**src/rtl/mesi_pkg.sv**
```systemverilog
package mesi_pkg;
   typedef enum logic [1:0] {
      ST_I = 2'd0,
      ST_S = 2'd1,
      ST_E = 2'd2,
      ST_M = 2'd3
   } line_st_e;

   typedef enum logic [1:0] {
      BC_RD  = 2'd0,
      BC_RDX = 2'd1,
      BC_WB  = 2'd2
   } bus_cmd_e;
endpackage

```
**src/rtl/mesi_line_store.sv**
```systemverilog
module mesi_line_store
   import mesi_pkg::*;
#(
   parameter int IDX_W  = 2,
   parameter int TAG_W  = 6,
   parameter int DATA_W = 16
) (
   input  logic              clk,
   input  logic              rst_n,
   input  logic [IDX_W-1:0]  ra_idx,
   output line_st_e          ra_st,
   output logic [TAG_W-1:0]  ra_tag,
   output logic [DATA_W-1:0] ra_data,
   input  logic [IDX_W-1:0]  rb_idx,
   output line_st_e          rb_st,
   output logic [TAG_W-1:0]  rb_tag,
   output logic [DATA_W-1:0] rb_data,
   input  logic              wr_en,
   input  logic [IDX_W-1:0]  wr_idx,
   input  line_st_e          wr_st,
   input  logic              wr_fill,
   input  logic [TAG_W-1:0]  wr_tag,
   input  logic [DATA_W-1:0] wr_data
);
   localparam int LINES = 1 << IDX_W;

   line_st_e          st_arr   [LINES];
   logic [TAG_W-1:0]  tag_arr  [LINES];
   logic [DATA_W-1:0] data_arr [LINES];

   for (genvar g = 0; g < LINES; g++) begin : g_line
      line_st_e          st_q;
      logic [TAG_W-1:0]  tag_q;
      logic [DATA_W-1:0] data_q;
      logic              sel;

      assign sel = wr_en && (wr_idx == IDX_W'(g));

      always_ff @(posedge clk) begin
         if (!rst_n) begin
            st_q   <= ST_I;
            tag_q  <= '0;
            data_q <= '0;
         end else if (sel) begin
            st_q <= wr_st;
            if (wr_fill) begin
               tag_q  <= wr_tag;
               data_q <= wr_data;
            end
         end
      end

      assign st_arr[g]   = st_q;
      assign tag_arr[g]  = tag_q;
      assign data_arr[g] = data_q;
   end

   assign ra_st   = st_arr[ra_idx];
   assign ra_tag  = tag_arr[ra_idx];
   assign ra_data = data_arr[ra_idx];
   assign rb_st   = st_arr[rb_idx];
   assign rb_tag  = tag_arr[rb_idx];
   assign rb_data = data_arr[rb_idx];
endmodule

```
**src/rtl/mesi_snoop_unit.sv**
```systemverilog
module mesi_snoop_unit
   import mesi_pkg::*;
#(
   parameter int TAG_W = 6
) (
   input  logic             snp_valid,
   input  logic             snp_rdx,
   input  logic [TAG_W-1:0] snp_tag,
   input  line_st_e         line_st,
   input  logic [TAG_W-1:0] line_tag,
   output logic             hold_hit,
   output logic             shared_o,
   output logic             flush_o,
   output line_st_e         next_st
);
   assign hold_hit = snp_valid && (line_st != ST_I) && (line_tag == snp_tag);
   assign shared_o = hold_hit && !snp_rdx;
   assign flush_o  = hold_hit && (line_st == ST_M);

   always_comb begin
      if (snp_rdx) next_st = ST_I;
      else         next_st = ST_S;
   end
endmodule

```
**src/rtl/mesi_cpu_unit.sv**
```systemverilog
module mesi_cpu_unit
   import mesi_pkg::*;
#(
   parameter int TAG_W = 6
) (
   input  logic             cpu_req,
   input  logic             cpu_wr,
   input  logic [TAG_W-1:0] cpu_tag,
   input  line_st_e         line_st,
   input  logic [TAG_W-1:0] line_tag,
   input  logic             snp_busy,
   input  logic             bus_gnt,
   input  logic             bus_shared_in,
   output logic             req_valid,
   output bus_cmd_e         req_cmd,
   output logic             req_victim,
   output logic             done,
   output logic             upd,
   output line_st_e         next_st,
   output logic             fill,
   output logic             from_bus
);
   logic active, tag_hit;

   assign active  = cpu_req && !snp_busy;
   assign tag_hit = (line_st != ST_I) && (line_tag == cpu_tag);

   always_comb begin
      req_valid  = 1'b0;
      req_cmd    = BC_RD;
      req_victim = 1'b0;
      done       = 1'b0;
      upd        = 1'b0;
      next_st    = line_st;
      fill       = 1'b0;
      from_bus   = 1'b0;
      if (active) begin
         if (tag_hit && (!cpu_wr || line_st == ST_M || line_st == ST_E)) begin
            done = 1'b1;
            if (cpu_wr) begin
               upd     = 1'b1;
               next_st = ST_M;
               fill    = 1'b1;
            end
         end else if (!tag_hit && line_st == ST_M) begin
            req_valid  = 1'b1;
            req_cmd    = BC_WB;
            req_victim = 1'b1;
            upd        = bus_gnt;
            next_st    = ST_I;
         end else begin
            req_valid = 1'b1;
            req_cmd   = cpu_wr ? BC_RDX : BC_RD;
            done      = bus_gnt;
            upd       = bus_gnt;
            fill      = 1'b1;
            from_bus  = !cpu_wr;
            if (cpu_wr)             next_st = ST_M;
            else if (bus_shared_in) next_st = ST_S;
            else                    next_st = ST_E;
         end
      end
   end
endmodule

```
**src/rtl/mesi_line_ctl.sv**
```systemverilog
module mesi_line_ctl
   import mesi_pkg::*;
#(
   parameter int ADDR_W = 8,
   parameter int IDX_W  = 2,
   parameter int DATA_W = 16
) (
   input  logic              clk,
   input  logic              rst_n,
   input  logic              cpu_req,
   input  logic              cpu_wr,
   input  logic [ADDR_W-1:0] cpu_addr,
   input  logic [DATA_W-1:0] cpu_wdata,
   output logic              cpu_done,
   output logic [DATA_W-1:0] cpu_rdata,
   output logic              bus_req_valid,
   output logic [1:0]        bus_req_cmd,
   output logic [ADDR_W-1:0] bus_req_addr,
   output logic [DATA_W-1:0] bus_req_data,
   input  logic              bus_gnt,
   input  logic              bus_shared_in,
   input  logic [DATA_W-1:0] bus_rdata,
   input  logic              snp_valid,
   input  logic              snp_rdx,
   input  logic [ADDR_W-1:0] snp_addr,
   output logic              snp_shared,
   output logic              snp_flush,
   output logic [DATA_W-1:0] snp_data
);
   localparam int TAG_W = ADDR_W - IDX_W;

   if (IDX_W < 1 || IDX_W > 10) begin : g_bad_idx
      $error("mesi_line_ctl: IDX_W out of range");
   end
   if (ADDR_W <= IDX_W) begin : g_bad_addr
      $error("mesi_line_ctl: ADDR_W must exceed IDX_W");
   end
   if (DATA_W < 1) begin : g_bad_data
      $error("mesi_line_ctl: DATA_W must be positive");
   end

   logic [IDX_W-1:0]  c_idx, s_idx;
   logic [TAG_W-1:0]  c_tag, s_tag;
   line_st_e          c_st, s_st;
   logic [TAG_W-1:0]  c_ltag, s_ltag;
   logic [DATA_W-1:0] c_data, s_data;

   assign c_idx = cpu_addr[IDX_W-1:0];
   assign c_tag = cpu_addr[ADDR_W-1:IDX_W];
   assign s_idx = snp_addr[IDX_W-1:0];
   assign s_tag = snp_addr[ADDR_W-1:IDX_W];

   logic     s_hit, s_sh, s_fl;
   line_st_e s_next;

   mesi_snoop_unit #(.TAG_W(TAG_W)) i_snoop (
      .snp_valid(snp_valid), .snp_rdx(snp_rdx), .snp_tag(s_tag),
      .line_st(s_st), .line_tag(s_ltag),
      .hold_hit(s_hit), .shared_o(s_sh), .flush_o(s_fl), .next_st(s_next)
   );

   logic     c_rv, c_vic, c_done, c_upd, c_fill, c_bus;
   bus_cmd_e c_cmd;
   line_st_e c_next;

   mesi_cpu_unit #(.TAG_W(TAG_W)) i_cpu (
      .cpu_req(cpu_req), .cpu_wr(cpu_wr), .cpu_tag(c_tag),
      .line_st(c_st), .line_tag(c_ltag), .snp_busy(snp_valid),
      .bus_gnt(bus_gnt), .bus_shared_in(bus_shared_in),
      .req_valid(c_rv), .req_cmd(c_cmd), .req_victim(c_vic),
      .done(c_done), .upd(c_upd), .next_st(c_next),
      .fill(c_fill), .from_bus(c_bus)
   );

   logic              w_en, w_fill;
   logic [IDX_W-1:0]  w_idx;
   line_st_e          w_st;
   logic [DATA_W-1:0] w_data;

   always_comb begin
      if (s_hit) begin
         w_en   = 1'b1;
         w_idx  = s_idx;
         w_st   = s_next;
         w_fill = 1'b0;
      end else begin
         w_en   = c_upd;
         w_idx  = c_idx;
         w_st   = c_next;
         w_fill = c_fill;
      end
      w_data = c_bus ? bus_rdata : cpu_wdata;
   end

   mesi_line_store #(.IDX_W(IDX_W), .TAG_W(TAG_W), .DATA_W(DATA_W)) i_store (
      .clk(clk), .rst_n(rst_n),
      .ra_idx(c_idx), .ra_st(c_st), .ra_tag(c_ltag), .ra_data(c_data),
      .rb_idx(s_idx), .rb_st(s_st), .rb_tag(s_ltag), .rb_data(s_data),
      .wr_en(w_en), .wr_idx(w_idx), .wr_st(w_st), .wr_fill(w_fill),
      .wr_tag(c_tag), .wr_data(w_data)
   );

   assign cpu_done      = c_done;
   assign cpu_rdata     = c_bus ? bus_rdata : c_data;
   assign bus_req_valid = c_rv;
   assign bus_req_cmd   = c_cmd;
   assign bus_req_addr  = c_vic ? {c_ltag, c_idx} : cpu_addr;
   assign bus_req_data  = c_data;
   assign snp_shared    = s_sh;
   assign snp_flush     = s_fl;
   assign snp_data      = s_data;
endmodule

```
**config.mk**
```make
export PLATFORM = sky130hd
export DESIGN_NAME = mesi_line_ctl
export DESIGN_NICKNAME = d
export VERILOG_FILES = /design/src/rtl/mesi_pkg.sv /design/src/rtl/mesi_line_store.sv /design/src/rtl/mesi_snoop_unit.sv /design/src/rtl/mesi_cpu_unit.sv /design/src/rtl/mesi_line_ctl.sv
export SDC_FILE = /design/constraint.sdc
export NUM_CORES = 1
export LEC_CHECK = 0
export ABC_AREA = 1
export ABC_CLOCK_PERIOD_IN_PS = 2890
export BUFFER_PORTS_ARGS = -buffer_cell sky130_fd_sc_hd__buf_2
export CAP_MARGIN = 20
export CORE_MARGIN = 10
export CORE_UTILIZATION = 40
export CTS_CLUSTER_SIZE = 16
export DETAILED_ROUTE_END_ITERATION = 10
export GPL_ROUTABILITY_DRIVEN = 0
export GPL_TIMING_DRIVEN = 0
export SYNTH_ARGS = -nofsm -noshare
export SYNTH_HDL_FRONTEND = slang
export SYNTH_HIERARCHICAL = 1
export SYNTH_SLANG_ARGS = --single-unit
```
**constraint.sdc**
```tcl
create_clock -name clk -period 2.89 [get_ports clk]
set_input_delay 0.1445 -clock clk [delete_from_list [all_inputs] [get_ports clk]]
set_output_delay 0.1445 -clock clk [all_outputs]
set_load 0.005 [all_outputs]
```
==> results of run 1 <==
kinds of logic (layout without fill, tap and decap cells):
logic type / after synthesis / after routing / share of synthesized area, %
other: 1 / 1 / 0.0554
and+or+nand+nor: 705 / 705 / 43.0
buffers and inverters: 277 / 413 / 16.6
DFF: 96 / 96 / 28.4
AOI/OAI and AO/OA: 155 / 155 / 11.7
xor gates and xnor gates: 2 / 2 / 0.259
final timing paths:
check | slack, ns | cells after the start | startpoint | to
hold reg to reg | 0.47 | 2 | i_store/g_line[3].st_q[1] | i_store/g_line[3].st_q[1]
setup / recovery | 0.17 | 21 | snp_addr[0] | i_store/g_line[0].data_q[5]
setup reg to reg | 0.21 | 19 | i_store/g_line[0].st_q[1] | i_store/g_line[1].tag_q[3]
hold / removal | 0.26 | 5 | cpu_addr[2] | i_store/g_line[2].tag_q[0]
cell type report:
| cell class | count | area share [%] |
|---|---|---|
| clock inverters | 6 | 0.828 |
| well taps | 220 | 3.37 |
| inverters | 196 | 9.08 |
| plain buffers | 81 | 6.23 |
| flip-flops and latches | 96 | 23.6 |
| multi-input cells | 863 | 46.5 |
| repair buffers | 120 | 7.49 |
| clock buffers | 10 | 2.93 |
what timing repair did:
item | CTS | global route
hold endpoints to repair | 0 | 0
pin swaps | 0 | 4
resized for setup | 52 | 63
endpoints found under the setup margin | 119 | 113
setup buffers | 0 | 3
gates cloned | 0 | 1
worst register-to-register path, stage by stage (launching register included):
cell and delay (ns):
dfxtp_1 0.34, inv_1 0.05, o21ai_0 0.17, nand2_1 0.09, nand2_2 0.12, nor2_1 0.06
nor2_1 0.11, nand2_1 0.09, nor2_4 0.18, nand3_2 0.09, nand2_2 0.10, a21oi_2 0.03
or2_2 0.32, buf_4 0.20, nand4_1 0.12, buf_4 0.17, buf_4 0.18, nand2_1 0.06
inv_1 0.05, nor2_1 0.04
power groups by stage:
| stage | clock, W | sequential [W] | combinational, W |
|---|---|---|---|
| 2_1_floorplan | 0 | 0.00137 | 0.000328 |
| 3_3_place_gp | 0 | 0.00137 | 0.000565 |
| 3_5_place_dp | 0 | 0.00137 | 0.000566 |
| 4_1_cts | 0.00128 | 0.00134 | 0.000578 |
| 5_1_grt | 0.00132 | 0.00134 | 0.000659 |
| 6_report | 0.00127 | 0.00134 | 0.000600 |
state kept, by name, summed over array words and instances, names as in the netlist:
signal	cells
i_store/g_line.data_q	64
i_store/g_line.st_q	8
i_store/g_line.tag_q	24
metal layers:
layer  track usage [%]  up-vias  wire length, µm
li1                  -     4002                -
met1              30.4     3564            12000
met2              35.5      362            11500
met3              5.88       44             2450
met4              6.32        0              537
met5                 0        -                0
per-stage QoR:
stage / hold WS (ns) / cell area [µm²]
3_5_place_dp: 0.465 / 7630
6_report: 0.256 / 8160
3_3_place_gp: 0.460 / 7630
5_1_grt: 0.275 / 8160
4_1_cts: 0.244 / 8030
2_1_floorplan: 0.313 / 6770
cell usage in the layout, fill, tap and decap left out, types with 2 or more instances in the layout:
cell        count
nand2_1       440
buf_6           6
clkbuf_1        9
nand3_2         6
buf_4          20
clkinvlp_4      2
xnor2_1         2
inv_2           2
nor2_1        130
nor2_2          3
nand4_1        25
a21oi_2         2
nand3_1        70
buf_1           7
nor2_4          8
nor3_2          3
clkbuf_4        8
nand2_2        17
dfxtp_1        96
o21ai_1         2
o211ai_1        4
inv_1         192
buf_2         125
a21oi_1        48
clkbuf_16       9
clkbuf_2       24
o21ai_0        98
inv_6           2
==> flow_summary.ini, run 1 <==
[pwr]
p_switching_w = 0.000985
pwr-share-clk_pct = 39.5
pwr-share-seq_pct = 41.8
intPower_w = 0.00222
netSwitchingFraction_pct = 30.7
pwr-share-comb_pct = 18.7
vdd_drop_max_v = 0.000293
p_leak_nw = 4.25
power_density_mw_per_mm2 = 393
total_power_w = 0.00321

[clock_tree]
cts_sinks = 96
cts_tree = built
cts_hold_buffers = 0
root_buffer = clkbuf_16
h-tree-depth = 3
clk_latency_ns = 0.36
clock_path_buffers = 2
clk_pin_slew_ns = 0.07
cts_buffers = 9

[synthesis]
ys.flop_type = dfxtp_1
yosysWarningCount = 6
syn-cell-area_mm2 = 0.00677
synth_seq_area_share_pct = 28.4
synth_area_leader_cell = dfxtp_1
ys_top_cells_by_area = dfxtp_1, nand2_1, inv_1
async_flop_share_pct = 0
synth-edff-count = 0
synth_commonest_cells = nand2_1, inv_1, nor2_1
synth_top_area_share_pct = 28.4
avgSynthCellArea_um2 = 5.48
syn_inst = 1236
yosysUniqueCellTypes = 30
synth_seq_cells = 96
post-synth-top-count-cell = nand2_1
syn-num-nets = 1292

[drt]
wl_per_cell_um = 16.6
ant_nets = 0
wl_um = 26400
first_iter_violations = 838
viasPerCell = 5.01
drtPass1Iterations = 6
drc = 0
vias = 7972

[timing]
slew_viol_final = 0
finalSetupViolCount = 0
finalCritPeriodShare_pct = 94.1
finalCriticalPeriod_ns = 2.72
finalSetupTns_ns = 0
relSlewSlack_pct = 45.9
fin_skew_ns = 0.0103
hold_viol_final = 0
setup_ws_ns = 0.169
worst_pin_slew_ns = 0.811
fmax_ghz = 0.368

[finish]
synthToLayoutAreaGrowth_pct = 20.5
fin_nets = 1423
drive_gt1_share_pct = 17.9
stdcell_count = 1592
multi_input_area_mm2 = 0.00379
num_antenna_cells = 0
regArea_mm2 = 0.00192
n_fill_cell = 1879
finish.utilization_pct = 49.2

[worst_setup_path]
crit_path_cell_trace = buf_2, clkbuf_2, clkbuf_2, o21ai_0, nand2_1, nand2_1, nand2_1, inv_1, nor2_1, nor2_1, nand2_2, nor2_4, inv_1, nand2_1, nand2_2, nor2_4, nand3_2, clkbuf_4, nand2_1, inv_1, nor2_1
crit_type = input pin to flip-flop
crit_fanout = 10
path_delay_family = simple AND/OR/NAND/NOR gates
cp_slowest_stage_delay_ns = 0.29
end_kind = flip-flop
worst-path-buf-inv = 7
crit_slowest_cell = o21ai_0
worstPathArrival_ns = 3.01
cp.required_ns = 3.18
cp-start-kind = input pin
crit_top_cell = nand2_1

[global_route]
grt_pass1_wl_um = 39700
grt_max_degree = 17
grt_use_total_pct = 22.7
grt_pass1_vias = 7192
antenna_found_initial = 0
grt-ovfl-total = 0

[place]
dp_hpwl_um = 19200
numPortBuffers = 116
dp.cells = 1572
dp_slack_ns = -1.21

[hold_path]
hold_path.class = input pin to flip-flop

[die]
ios = 118
dieHeight_um = 150
row_count = 47
start_util_pct = 40.8
die-area_mm2 = 0.0225
fp.dieW_um = 150
core_area_mm2 = 0.0166

[run]
drv_cap = 0

[run_status]
status = finished clean
No activity file was read; power rests on OpenSTA's default activity.
==> run 2: changes to the inputs <==
--- a/config.mk
+++ b/config.mk
@@ -12,4 +12,5 @@
 export CORE_MARGIN = 10
 export CORE_UTILIZATION = 40
+export CTS_CLUSTER_DIAMETER = 80
 export CTS_CLUSTER_SIZE = 16
 export DETAILED_ROUTE_END_ITERATION = 10
==> constraint.sdc (replaced) <==
create_clock -name clk -period 2.89 [get_ports clk]
set_input_delay 0.867 -clock clk [delete_from_list [all_inputs] [get_ports clk]]
set_output_delay 0.867 -clock clk [all_outputs]
set_load 0.005 [all_outputs]
==> run 2 against run 1 <==
The run now ends with setup timing left. Total power up 6.0%. Critical path depth down 3. Wire length up 6.1%. Critical path type is now input pin to output port. Critical endpoint is now cpu_rdata[2]. Largest power group unchanged.
==> flow_summary.ini, run 2 (synthesis gave the netlist of run 1 again) <==
[clock_tree]
h-tree-depth = 3
cts_tree = built
cts_buffers = 9
clk_pin_slew_ns = 0.06
clock_path_buffers = 2
root_buffer = clkbuf_16
clk_latency_ns = 0.36
cts_sinks = 96

[timing]
setup_ws_ns = -0.863
finalCritPeriodShare_pct = 130
rsz0062_at_grt = yes
fin_skew_ns = 0.00933
fmax_ghz = 0.266
finalSetupViolCount = 136
worst_pin_slew_ns = 0.732
finalCriticalPeriod_ns = 3.75
hold_viol_final = 0
finalSetupTns_ns = -40.46
relSlewSlack_pct = 51.2
slew_viol_final = 0

[run_status]
violations = setup timing
status = finished, violations left

[finish]
drive_gt1_share_pct = 27.9
n_fill_cell = 1712
layout_commonest_cell = nand2_1
largestRegisters = i_store/g_line.data_q x64, i_store/g_line.tag_q x24, i_store/g_line.st_q x8
finish.utilization_pct = 57.3
synthToLayoutAreaGrowth_pct = 40.4
multi_input_area_mm2 = 0.00419
regArea_mm2 = 0.00192
regMostFlops = i_store/g_line.data_q
fin_nets = 1476
largest_reg_flops = 64
final_cell_mix = nand2_1, inv_1, nor2_1
num_antenna_cells = 0

[place]
numPortBuffers = 116
dp_slack_ns = -1.29
dp_hpwl_um = 19200

[drt]
drtPass1Iterations = 6
vias = 8307
drc = 0
viasPerCell = 5.05
wl_per_cell_um = 17.1
first_iter_violations = 769
wl_um = 28000
ant_nets = 0

[die]
die-area_mm2 = 0.0225
fp.dieW_um = 150
start_util_pct = 40.8
dieHeight_um = 150
core_area_mm2 = 0.0166
ios = 118
row_count = 47

[pwr]
p_leak_nw = 4.83
power_density_mw_per_mm2 = 358
vdd_drop_max_v = 0.000384

[hold_path]
hold_path.class = flip-flop to flip-flop

[worst_setup_path]
cp-start-kind = input pin
crit_fanout = 7
cp.required_ns = 2.02
crit_type = input pin to output port
worstPathArrival_ns = 2.89
end_kind = output port

[global_route]
grt_use_total_pct = 23.8
grt_max_degree = 16
grt_pass1_vias = 7401
antenna_found_initial = 0
grt_pass1_wl_um = 41500
grt-ovfl-total = 0

[run]
drv_cap = 0
## run 2: cell count changes in the layout (fill, tap and decap cells not counted), moves of 23 or more
| cell | change |
|---|---|
| o21ai_1 | +24 |
| nand2_2 | +23 |
| nand2_1 | -36 |
| buf_4 | +33 |
| o21ai_0 | -33 |
## run 2: worst max-delay path, cell delays in order
cell,delay [ns]
buf_12,0.11
buf_8,0.13
buf_4,0.14
nand2_1,0.07
o21ai_1,0.08
nand2_1,0.07
nand2_1,0.09
buf_4,0.16
nand2_1,0.12
inv_1,0.13
nor3_4,0.20
buf_6,0.18
inv_8,0.06
buf_12,0.12
buf_8,0.12
nand2_1,0.05
nand2_1,0.04
buf_2,0.12
## run 2: path summary, 6_finish.rpt
path | start | end | slack, ns | cells past startpoint
setup / recovery | cpu_addr[0] | cpu_rdata[2] | -0.86 | 18
hold / removal | i_store/g_line[3].st_q[0] | i_store/g_line[3].st_q[0] | 0.47 | 2
setup reg to reg | i_store/g_line[3].tag_q[1] | i_store/g_line[3].data_q[4] | 0.15 | 21
hold reg to reg | i_store/g_line[3].st_q[0] | i_store/g_line[3].st_q[0] | 0.47 | 2
## run 2: timing repair
action / CTS / global route
pin swaps: 37 / 42
gates cloned: 4 / 2
hold buffers: 0 / 0
resized for setup: 148 / 78
buffers inserted: 35 / 17
endpoints found under the setup margin: 154 / 147
## run 2: where the power goes
part	total, W	switching [W]	internal (W)
Sequential	0.00134	0.00000633	0.00133
Clock	0.00129	0.000568	0.000722
Combinational	0.000771	0.000468	0.000303
Total	0.00340	0.00104	0.00236
## run 2: per-stage QoR
step	power, W	hold slack, ns	instances	area, µm²
after detailed placement	0.00197	0.463	1572	8030
final	0.00340	0.472	1645	9510
after global routing	0.00353	0.503	1645	9510
after floorplan	0.00173	0.443	1236	7170
after CTS	0.00335	0.472	1626	9140
after global placement	0.00197	0.457	1572	8030
## run 2: layer usage
layer | GRT usage (%) | wire, µm
met5 | 0 | 0
met4 | 8.36 | 818
met3 | 3.87 | 2010
met2 | 39.4 | 13000
met1 | 30.6 | 12300
## run 2: cell type report
cell class	count	area share, %
Multi-Input combinational cell	863	44.1
Sequential cell	96	20.2
Timing Repair Buffer	174	12.3
Buffer	80	9.48
Inverter	196	7.83
Tap cell	220	2.90
Clock buffer	12	2.70
Clock inverter	4	0.540
==> run 3: changes to the inputs <==
- ABC_AREA: 1 -> 0
==> run 3 against run 2 <==
The flow still finishes with violations (setup timing). First-iteration DRC count is 52% lower. Combinational power is 41% lower. Wire length is 32% lower. Clock skew is 0.0019 ns lower. Global-route usage is 4.8 points lower. Clock power is 15% higher. Synthesized cell count is 58% lower. Critical path depth is 6 lower. Setup slack worse by 0.37 ns. Non-clock buffer count is 39 lower.
==> flow_summary.ini, run 3 <==
[global_route]
grt-ovfl-total = 0
grt_use_total_pct = 19.0
grt_max_degree = 17
antenna_found_initial = 0
grt_pass1_wl_um = 29500
grt_pass1_vias = 5169

[timing]
rsz0062_at_grt = yes
finalSetupViolCount = 124
setup_ws_ns = -1.24
finalCriticalPeriod_ns = 4.13
finalSetupTns_ns = -90.09
fin_skew_ns = 0.00748
hold_viol_final = 0
relSlewSlack_pct = 41.8
slew_viol_final = 0
finalCritPeriodShare_pct = 143
worst_pin_slew_ns = 0.873
fmax_ghz = 0.242

[die]
fp.dieW_um = 142
ios = 118
dieHeight_um = 142
start_util_pct = 40.8
core_area_mm2 = 0.0145
die-area_mm2 = 0.0201
row_count = 44

[worst_setup_path]
crit_slowest_cell = mux4_2
cp-start-kind = input pin
cp.required_ns = 2.02
crit_path_cell_trace = buf_12, buf_12, mux4_2, xnor2_2, and4_4, a21o_1, a211oi_4, buf_6, buf_12, buf_12, mux2_4, buf_6
reg2reg_to = i_store/g_line[0].data_q[4]
crit_fanout = 6
crit_start = cpu_addr[1]
cp_slowest_stage_delay_ns = 0.53
endpoint = cpu_rdata[5]
rrSetupSlack_ns = -0.30
worstPathArrival_ns = 3.26
crit_top_cell = buf_12
reg2reg_from = i_store/g_line[3].tag_q[3]
crit_type = input pin to output port
r2r_cells = 14
end_kind = output port

[finish]
num_antenna_cells = 0
layout_commonest_cell = nand2_1
stdcell_count = 885
largest_reg_flops = 64
drive_gt1_share_pct = 51.4
largestRegisters = i_store/g_line.data_q x64, i_store/g_line.tag_q x24, i_store/g_line.st_q x8
regMostFlops = i_store/g_line.data_q
synthToLayoutAreaGrowth_pct = 39.8
fin_nets = 752
final_cell_mix = nand2_1, buf_2, mux2i_1, dfxtp_1, mux4_2

[clock_tree]
cts_sinks = 96
cts_tree = built
clk_latency_ns = 0.35
root_buffer = clkbuf_16
cts_buffers = 9
clock_path_buffers = 2
h-tree-depth = 3
clk_pin_slew_ns = 0.06

[hold_path]
hp-start = i_store/g_line[1].tag_q[1]
hold_path.class = flip-flop to flip-flop

[place]
dp_hpwl_um = 12800
numPortBuffers = 115
dp.cells = 820

[pwr]
vdd_drop_max_v = 0.000363
intPower_w = 0.00249
pwr-share-comb_pct = 14.0
power_density_mw_per_mm2 = 395
netSwitchingFraction_pct = 23.8
total_power_w = 0.00327
pwr-share-seq_pct = 40.7
pwr-share-clk_pct = 45.3
p_leak_nw = 3.83
p_switching_w = 0.000777

[synthesis]
syn-cell-area_mm2 = 0.00592
async_flop_share_pct = 0
avgSynthCellArea_um2 = 11.4
yosysWarningCount = 6
synth_top_area_share_pct = 32.4
synth_area_leader_cell = dfxtp_1
ys.flop_type = dfxtp_1
syn_inst = 521
syn-num-nets = 577
ys_top_cells_by_area = dfxtp_1, mux4_2, mux2i_1
synth-edff-count = 0
synth_commonest_cells = nand2_1, dfxtp_1, mux2i_1
yosysUniqueCellTypes = 42
post-synth-top-count-cell = nand2_1
synth_seq_area_share_pct = 32.4
synth_seq_cells = 96

[run_status]
violations = setup timing
status = finished, violations left

[drt]
wl_per_cell_um = 21.6
drc = 0
vias = 4734
wl_um = 19100
viasPerCell = 5.35
first_iter_violations = 369
ant_nets = 0
drtPass1Iterations = 4

[run]
drv_cap = 0
[run 3: area by class of cell]
class	count	area [µm²]
repair buffers	171	1390
well taps	184	230
flip-flops and latches	96	1920
inverters	2	7.51
clock buffers	9	225
plain buffers	44	474
multi-input cells	372	3900
clock inverters	7	144
fillers	1247	6250
[run 3: worst min-delay path by stage]
stage,to,slack [ns],cells past startpoint
3_3_place_gp,i_store/g_line[1].data_q[5],0.45,2
6_report,i_store/g_line[1].tag_q[1],0.47,2
3_5_place_dp,i_store/g_line[1].tag_q[1],0.46,2
2_1_floorplan,i_store/g_line[1].data_q[0],0.44,2
4_1_cts,i_store/g_line[1].tag_q[1],0.47,2
5_1_grt,i_store/g_line[1].data_q[11],0.49,2
[run 3: kinds of logic after synthesis]
| logic type | share of synthesized area, % |
|---|---|
| muxes | 44.4 |
| and+or+nand+nor | 11.8 |
| DFF | 32.4 |
| buffers and inverters | 7.48 |
| AOI/OAI and AO/OA | 2.24 |
| xor gates and xnor gates | 1.63 |
| other | 0.0633 |
[run 3: layer usage]
layer	GRT usage [%]	share of wire (%)
met1	24.2	43
met2	31.7	50
met3	4.11	5.7
met4	5.27	0.94
met5	0	0
[run 3: repair_timing]
item | in CTS | in global routing
pin swaps | 19 | 19
endpoints found under the hold margin | 0 | 0
resized for setup | 76 | 24
setup buffers | 44 | 13
endpoints found under the setup margin | 147 | 138
cloned | 9 | 0
hold buffers | 0 | 0
[run 3: critical path, delay by kind of cell]
kind,cells,cell delay [ns]
multiplexers,2,0.83
buffers and inverters,6,0.71
XOR/XNOR,1,0.17
AO/OA/AOI/OAI,2,0.45
AND/OR/NAND/NOR,1,0.20
[run 3: stage by stage]
step | worst slack, ns | hold slack (ns) | cell area, µm² | utilization, %
2_1_floorplan | -1.04 | 0.441 | 6200 | -
3_3_place_gp | -1.62 | 0.449 | 7000 | 48.2
4_1_cts | -1.38 | 0.468 | 8340 | 57.4
3_5_place_dp | -1.61 | 0.459 | 7000 | 48.2
6_report | -1.24 | 0.468 | 8280 | 57.0
5_1_grt | -1.31 | 0.490 | 8280 | 57.0
[run 3: power by group through the flow]
stage	sequential, W	combinational (W)	clock (W)
4_1_cts	0.00133	0.000457	0.00149
6_report	0.00133	0.000458	0.00148
2_1_floorplan	0.00136	0.000256	0
3_5_place_dp	0.00136	0.000390	0
3_3_place_gp	0.00136	0.000384	0
5_1_grt	0.00133	0.000487	0.00155
